`src/rtl/xing_pkg.sv`:
```
package xing_pkg;

    typedef enum logic [1:0] {
        G_OPEN,
        G_LOWERING,
        G_CLOSED,
        G_RAISING
    } gate_st_e;

    typedef enum logic [1:0] {
        T_IDLE,
        T_APPROACH,
        T_AT_SIGNAL,
        T_PASSED
    } trk_st_e;

    // Bit order is visible at the fault port: [5] .. [0]
    typedef struct packed {
        logic release_late;
        logic gate_timeout;
        logic underflow;
        logic overlap;
        logic transit;
        logic spacing;
    } fault_t;

    localparam int FAULT_W = $bits(fault_t);

    function automatic logic outside_window(input int v, input int lo, input int hi);
        return (v < lo) || (v > hi);
    endfunction

endpackage

```
`src/rtl/xing_occupancy.sv`:
```
module xing_occupancy (
    input  logic       clk,
    input  logic       rst,
    input  logic       enter,
    input  logic       leave,
    output logic [1:0] occ,
    output logic       occ_zero,
    output logic       overlap_ev,
    output logic       underflow_ev
);
    localparam logic [1:0] OCC_MAX = 2'd2;

    always_ff @(posedge clk) begin
        if (rst) begin
            occ <= '0;
        end else begin
            case ({enter, leave})
                2'b10:   if (occ != OCC_MAX) occ <= occ + 2'd1;
                2'b01:   if (occ != 2'd0)    occ <= occ - 2'd1;
                default: occ <= occ;
            endcase
        end
    end

    assign occ_zero     = (occ == 2'd0);
    assign overlap_ev   = enter && !leave && (occ == OCC_MAX - 2'd1);
    assign underflow_ev = leave && !enter && (occ == 2'd0);
endmodule

```
`src/rtl/xing_spacing.sv`:
```
module xing_spacing #(
    parameter int GAP_TICKS = 40
) (
    input  logic clk,
    input  logic rst,
    input  logic tick,
    input  logic enter,
    output logic spacing_ev
);
    localparam int W = $clog2(GAP_TICKS + 1);
    localparam logic [W-1:0] GAP_FULL = W'(GAP_TICKS);

    logic         seen;
    logic [W-1:0] gap;

    always_ff @(posedge clk) begin
        if (rst) begin
            seen <= 1'b0;
            gap  <= '0;
        end else if (enter) begin
            seen <= 1'b1;
            gap  <= '0;
        end else if (tick && gap != GAP_FULL) begin
            gap <= gap + 1'b1;
        end
    end

    assign spacing_ev = enter && seen && (gap < GAP_FULL);
endmodule

```
`src/rtl/xing_train.sv`:
```
module xing_train
    import xing_pkg::*;
#(
    parameter int ARRIVE_TICKS  = 6,
    parameter int RELEASE_TICKS = 10,
    parameter int TRANSIT_MIN   = 15,
    parameter int TRANSIT_MAX   = 25
) (
    input  logic clk,
    input  logic rst,
    input  logic tick,
    input  logic enter,
    input  logic leave,
    input  logic gate_closed,
    output logic sig_pass,
    output logic transit_ev,
    output logic release_ev
);
    // one shared counter; arrival and release limits must not exceed CMAX
    localparam int CMAX = TRANSIT_MAX + 1;
    localparam int W    = $clog2(CMAX + 1);
    localparam logic [W-1:0] C_FULL   = W'(CMAX);
    localparam logic [W-1:0] ARR_LAST = W'(ARRIVE_TICKS - 1);
    localparam logic [W-1:0] REL_LAST = W'(RELEASE_TICKS - 1);

    trk_st_e      st;
    logic [W-1:0] cnt;

    always_ff @(posedge clk) begin
        if (rst) begin
            st       <= T_IDLE;
            cnt      <= '0;
            sig_pass <= 1'b0;
        end else if (enter) begin
            st       <= T_APPROACH;
            cnt      <= '0;
            sig_pass <= 1'b0;
        end else begin
            case (st)
                T_APPROACH: if (tick) begin
                    if (cnt == ARR_LAST) begin
                        st  <= T_AT_SIGNAL;
                        cnt <= '0;
                    end else begin
                        cnt <= cnt + 1'b1;
                    end
                end
                T_AT_SIGNAL: begin
                    if (tick && sig_pass) begin
                        st       <= T_PASSED;
                        cnt      <= '0;
                        sig_pass <= 1'b0;
                    end else begin
                        if (gate_closed)           sig_pass <= 1'b1;
                        if (tick && cnt != C_FULL) cnt      <= cnt + 1'b1;
                    end
                end
                T_PASSED: begin
                    if (leave) begin
                        st  <= T_IDLE;
                        cnt <= '0;
                    end else if (tick && cnt != C_FULL) begin
                        cnt <= cnt + 1'b1;
                    end
                end
                default: cnt <= '0;
            endcase
        end
    end

    assign transit_ev = leave && (st == T_PASSED) &&
                        outside_window(int'(cnt), TRANSIT_MIN, TRANSIT_MAX);
    assign release_ev = (st == T_AT_SIGNAL) && tick && !sig_pass && (cnt == REL_LAST);
endmodule

```
`src/rtl/xing_gate.sv`:
```
module xing_gate
    import xing_pkg::*;
#(
    parameter int EMPTY_TICKS = 10,
    parameter int GATE_TICKS  = 10
) (
    input  logic clk,
    input  logic rst,
    input  logic tick,
    input  logic enter,
    input  logic occ_zero,
    input  logic up_done,
    input  logic dn_done,
    output logic gate_lower,
    output logic gate_raise,
    output logic gate_closed,
    output logic timeout_ev
);
    localparam int EW = $clog2(EMPTY_TICKS + 1);
    localparam int GW = $clog2(GATE_TICKS + 1);
    localparam logic [EW-1:0] E_FULL = EW'(EMPTY_TICKS);
    localparam logic [EW-1:0] E_LAST = EW'(EMPTY_TICKS - 1);
    localparam logic [GW-1:0] G_FULL = GW'(GATE_TICKS);
    localparam logic [GW-1:0] G_LAST = GW'(GATE_TICKS - 1);

    gate_st_e      st;
    logic [EW-1:0] ecnt;
    logic [GW-1:0] op;
    logic          raise_go;

    always_ff @(posedge clk) begin
        if (rst || enter || !occ_zero)      ecnt <= '0;
        else if (tick && ecnt != E_FULL)    ecnt <= ecnt + 1'b1;
    end

    always_comb begin
        raise_go   = occ_zero && !enter && (ecnt == E_FULL || (tick && ecnt == E_LAST));
        timeout_ev = 1'b0;
        if (tick && op == G_LAST) begin
            if (st == G_LOWERING && !dn_done)           timeout_ev = 1'b1;
            if (st == G_RAISING && !up_done && !enter)  timeout_ev = 1'b1;
        end
    end

    always_ff @(posedge clk) begin
        if (rst) begin
            st <= G_OPEN;
            op <= '0;
        end else begin
            case (st)
                G_OPEN: if (enter) begin
                    st <= G_LOWERING;
                    op <= '0;
                end
                G_LOWERING: begin
                    if (dn_done)                    st <= G_CLOSED;
                    else if (tick && op != G_FULL)  op <= op + 1'b1;
                end
                G_CLOSED: if (raise_go) begin
                    st <= G_RAISING;
                    op <= '0;
                end
                default: begin
                    if (enter) begin
                        st <= G_LOWERING;
                        op <= '0;
                    end else if (up_done) begin
                        st <= G_OPEN;
                    end else if (tick && op != G_FULL) begin
                        op <= op + 1'b1;
                    end
                end
            endcase
        end
    end

    assign gate_lower  = (st == G_LOWERING);
    assign gate_raise  = (st == G_RAISING);
    assign gate_closed = (st == G_CLOSED);
endmodule

```
`src/rtl/rail_xing_ctrl.sv`:
```
module rail_xing_ctrl
    import xing_pkg::*;
#(
    parameter int ARRIVE_TICKS  = 6,
    parameter int RELEASE_TICKS = 10,
    parameter int EMPTY_TICKS   = 10,
    parameter int GAP_TICKS     = 40,
    parameter int TRANSIT_MIN   = 15,
    parameter int TRANSIT_MAX   = 25,
    parameter int GATE_TICKS    = 10
) (
    input  logic               clk,
    input  logic               rst,
    input  logic               tick,
    input  logic               trn_enter,
    input  logic               trn_exit,
    input  logic               gate_up_done,
    input  logic               gate_down_done,
    output logic               sig_pass,
    output logic               gate_raise,
    output logic               gate_lower,
    output logic [FAULT_W-1:0] fault
);
    logic [1:0] occ;
    logic       occ_zero, gate_closed;
    fault_t     ev, fault_q;

    xing_occupancy occ_i (
        .clk(clk), .rst(rst), .enter(trn_enter), .leave(trn_exit),
        .occ(occ), .occ_zero(occ_zero),
        .overlap_ev(ev.overlap), .underflow_ev(ev.underflow)
    );

    xing_spacing #(.GAP_TICKS(GAP_TICKS)) spc_i (
        .clk(clk), .rst(rst), .tick(tick), .enter(trn_enter),
        .spacing_ev(ev.spacing)
    );

    xing_train #(
        .ARRIVE_TICKS(ARRIVE_TICKS), .RELEASE_TICKS(RELEASE_TICKS),
        .TRANSIT_MIN(TRANSIT_MIN), .TRANSIT_MAX(TRANSIT_MAX)
    ) trn_i (
        .clk(clk), .rst(rst), .tick(tick), .enter(trn_enter), .leave(trn_exit),
        .gate_closed(gate_closed), .sig_pass(sig_pass),
        .transit_ev(ev.transit), .release_ev(ev.release_late)
    );

    xing_gate #(.EMPTY_TICKS(EMPTY_TICKS), .GATE_TICKS(GATE_TICKS)) gate_i (
        .clk(clk), .rst(rst), .tick(tick), .enter(trn_enter), .occ_zero(occ_zero),
        .up_done(gate_up_done), .dn_done(gate_down_done),
        .gate_lower(gate_lower), .gate_raise(gate_raise),
        .gate_closed(gate_closed), .timeout_ev(ev.gate_timeout)
    );

    always_ff @(posedge clk) begin
        if (rst) fault_q <= '0;
        else     fault_q <= fault_q | ev;
    end

    assign fault = fault_q;
endmodule

```
`config.mk`:
```
export PLATFORM = sky130hd
export DESIGN_NAME = rail_xing_ctrl
export DESIGN_NICKNAME = d
export VERILOG_FILES = /design/src/rtl/xing_pkg.sv /design/src/rtl/xing_occupancy.sv /design/src/rtl/xing_spacing.sv /design/src/rtl/xing_train.sv /design/src/rtl/xing_gate.sv /design/src/rtl/rail_xing_ctrl.sv
export SDC_FILE = /design/constraint.sdc
export NUM_CORES = 1
export LEC_CHECK = 0
export BUFFER_PORTS_ARGS = -buffer_cell sky130_fd_sc_hd__clkbuf_2
export CAP_MARGIN = 0
export CORE_MARGIN = 2
export CORE_UTILIZATION = 60
export DETAILED_ROUTE_END_ITERATION = 8
export PLACE_DENSITY = 0.79
export SLEW_MARGIN = 20
export SYNTH_ARGS = -nofsm -noshare
export SYNTH_HDL_FRONTEND = slang
export SYNTH_SLANG_ARGS = --single-unit
```
`constraint.sdc`:
```
create_clock -name clk -period 5.73 [get_ports clk]
set_input_delay 0.573 -clock clk [delete_from_list [all_inputs] [get_ports clk]]
set_output_delay 0.573 -clock clk [all_outputs]
set_load 0.03 [all_outputs]
```
==> qor.csv <==
metric,value,unit
status,"finished, final reports clean",
crit_required,6010,ps
leakagePower,0.886,nW
ir_worst_vdd,0.208,mV
yosysWarnings,0,
nNetsFinal,289,
hold_depth,2,
seq_area_frac_synth,0.331,
cts_tree,built,
drt-initial-drc-count,215,
ys_types,42,
path_clk_slew,110,ps
rsz0062_at_grt,false,
gp_congestion,0.896,
p_comb_frac,0.311,
final_hold_viol_count,0,
final_max_slew_viol_count,0,
dp.cells,292,
drc,0,
ant_nets,0,
max_slew_margin,0.535,
worst_pin_slew,698,ps
path_buf_inv,1,
synth.largest_area_cell,dfxtp_1,
synth-seq-cells,33,
fillerInstances,273,
vias_per_cell,5.48,
antenna_found_initial,0,
grt_pass1_vias,1449,
cp_slowest_stage_delay,630,ps
crit_path_start_kind,flop,
total_power,0.570,mW
clock_power_share,0.228,
clock_latency,340,ps
syn-num-nets,272,
p_sw,0.208,mW
synth_top_area_share,0.331,
avgRoutedWirePerCell,12.5,um
fin_cells,300,
worstPathArrival,2730,ps
port_buffers,15,
ctsResizeCount,0,
pre_cts_ws,3320,ps
synthCells,238,
cp_slowest_cell,a222oi_1,
worstHoldPathType,reg2reg,
final_cell_mix,"nor2_1, dfxtp_1, ha_1",
antenna_cells,0,
cp-end-kind,flop,
area_delta_synth_final,7.90,%
intPower,0.362,mW
worstSetupPathType,reg2reg,
hold_ws,478,ps
cts.sinks,33,
grt_pass1_wl,6290,um
critPathMaxFanout,5,
hpwl,2710,um
finalCriticalPeriod,2450,ps
drv_cap,0,
drive_gt1_frac,0.125,
finalSetupViolCount,0,
synthTopCellsByArea,"dfxtp_1, ha_1, nor2_1, a21oi_1, inv_1",
critPathTopFamily,simple AND/OR/NAND/NOR gates,
synth.avg_cell_area,8.39,sq um
utilization,0.694,
swShare,0.364,
vias,1644,
core,0.00310,sq mm
postCtsHoldBufs,0,
start_util,0.643,
grt_max_degree,19,
die_w,61.7,um
fin_skew,10.1,ps
grtUsageTotal,0.222,
dr.pass1.iters,5,
max_freq,408,MHz
final_area,0.00215,sq mm
cts_buffers,5,
layout_setup_ws,3280,ps
grt-ovfl-total,0,
seqPwrFrac,0.461,
synthesis.area,0.00200,sq mm
final_common_cell,nor2_1,
ctsHtreeMaxLevel,2,
io_pins,16,
die_y,61.7,um
dieArea,0.00380,sq mm
root_buffer,clkbuf_4,
num_rows,20,
cp_cell_sequence,inv_1 > ha_1 > and2b_2 > a222oi_1 > nand4_2 > or3_1 > a21oi_1,
tns,0,ps
clockBufferDepth,2,
powerDensity,265,mW/mm^2
fin_crit_sh,0.428,
cp_num_cells,7,
routed_wl,3740,um
post_cts_buffers,0,
place_area,0.00210,sq mm
reg2reg_depth,7,
[routing by layer]
| metal | GRT usage | wire, um |
|---|---|---|
| met2 | 0.359 | 1700 |
| met1 | 0.289 | 1820 |
| met3 | 0.0588 | 166 |
| met5 | 0 | 0 |
| met4 | 0.0729 | 59 |
[tightest hold or removal path, stage by stage, from the launching register on]
cell     delay [ps]
dfxtp_1         340
a21oi_1          40
nor2_1           70
[final timing paths]
| check | to | slack [ps] | startpoint |
|---|---|---|---|
| min reg2reg | fault[2] | 480 | fault[2] |
| min | fault[2] | 480 | fault[2] |
| max | gate_i.op[3] | 3280 | gate_i.st[0] |
| max reg2reg | gate_i.op[3] | 3280 | gate_i.st[0] |
[state kept, by name, indices dropped and copies added (netlist names)]
register / cells
gate_i.st: 2
spc_i.gap: 6
gate_i.op: 4
trn_i.st: 2
fault: 6
gate_i.ecnt: 4
spc_i.seen: 1
trn_i.cnt: 5
trn_i.sig_pass: 1
occ_i.occ: 2
[power groups by stage]
stage | Combinational [mW] | Clock [mW] | Sequential [mW]
4_1_cts | 0.178 | 0.136 | 0.263
3_3_place_gp | 0.173 | 0 | 0.268
3_5_place_dp | 0.174 | 0 | 0.268
6_report | 0.177 | 0.130 | 0.263
2_1_floorplan | 0.139 | 0 | 0.268
5_1_grt | 0.203 | 0.142 | 0.266
[cell type report]
type / count / area (sq um) / share of cell area
multi-input combinational: 182 / 1240 / 0.576
sequential: 33 / 661 / 0.307
timing repair buffer: 15 / 75.1 / 0.0349
inverter: 18 / 67.6 / 0.0314
tap: 44 / 55.1 / 0.0256
clock buffer: 5 / 37.5 / 0.0174
clock inverter: 3 / 17.5 / 0.00813
[logic make-up after synthesis]
| logic type | after synthesis | share of synthesized area |
|---|---|---|
| AO/OA/AOI/OAI | 52 | 0.166 |
| XOR/XNOR | 11 | 0.0483 |
| adder cells (fa/ha/maj) | 27 | 0.169 |
| buffers and inverters | 23 | 0.0476 |
| flip-flops | 33 | 0.331 |
| multiplexers | 4 | 0.0201 |
| AND/OR/NAND/NOR | 88 | 0.218 |
[synth_stat cells]
| library cell | instances |
|---|---|
| nor2_1 | 35 |
| dfxtp_1 | 33 |
| ha_1 | 27 |
| a21oi_1 | 19 |
| inv_1 | 17 |
| nand2_1 | 16 |
| o21ai_0 | 10 |
| nand4_1 | 6 |
| xor2_1 | 6 |
| nand2b_1 | 5 |
| nand3_1 | 5 |
| xnor2_1 | 5 |
| mux2i_1 | 4 |
| a21o_1 | 3 |
| nand3b_1 | 3 |
| nor2b_1 | 3 |
| nor3_1 | 3 |
| o211ai_1 | 3 |
| a211oi_1 | 2 |
| a22oi_1 | 2 |
| a31oi_1 | 2 |
| and3_1 | 2 |
| clkbuf_1 | 2 |
| nand4b_1 | 2 |
| o221a_2 | 2 |
| o22ai_1 | 2 |
| o311ai_0 | 2 |
| or2_2 | 2 |
| or3_1 | 2 |
| a222oi_1 | 1 |
| a31o_2 | 1 |
| a41oi_1 | 1 |
| and2b_2 | 1 |
| buf_1 | 1 |
| buf_2 | 1 |
| buf_6 | 1 |
| inv_2 | 1 |
| nand4_2 | 1 |
| nand4bb_1 | 1 |
| nor4_1 | 1 |
| o21a_1 | 1 |
| o21ba_2 | 1 |
Power figures use the tool's default switching activity.
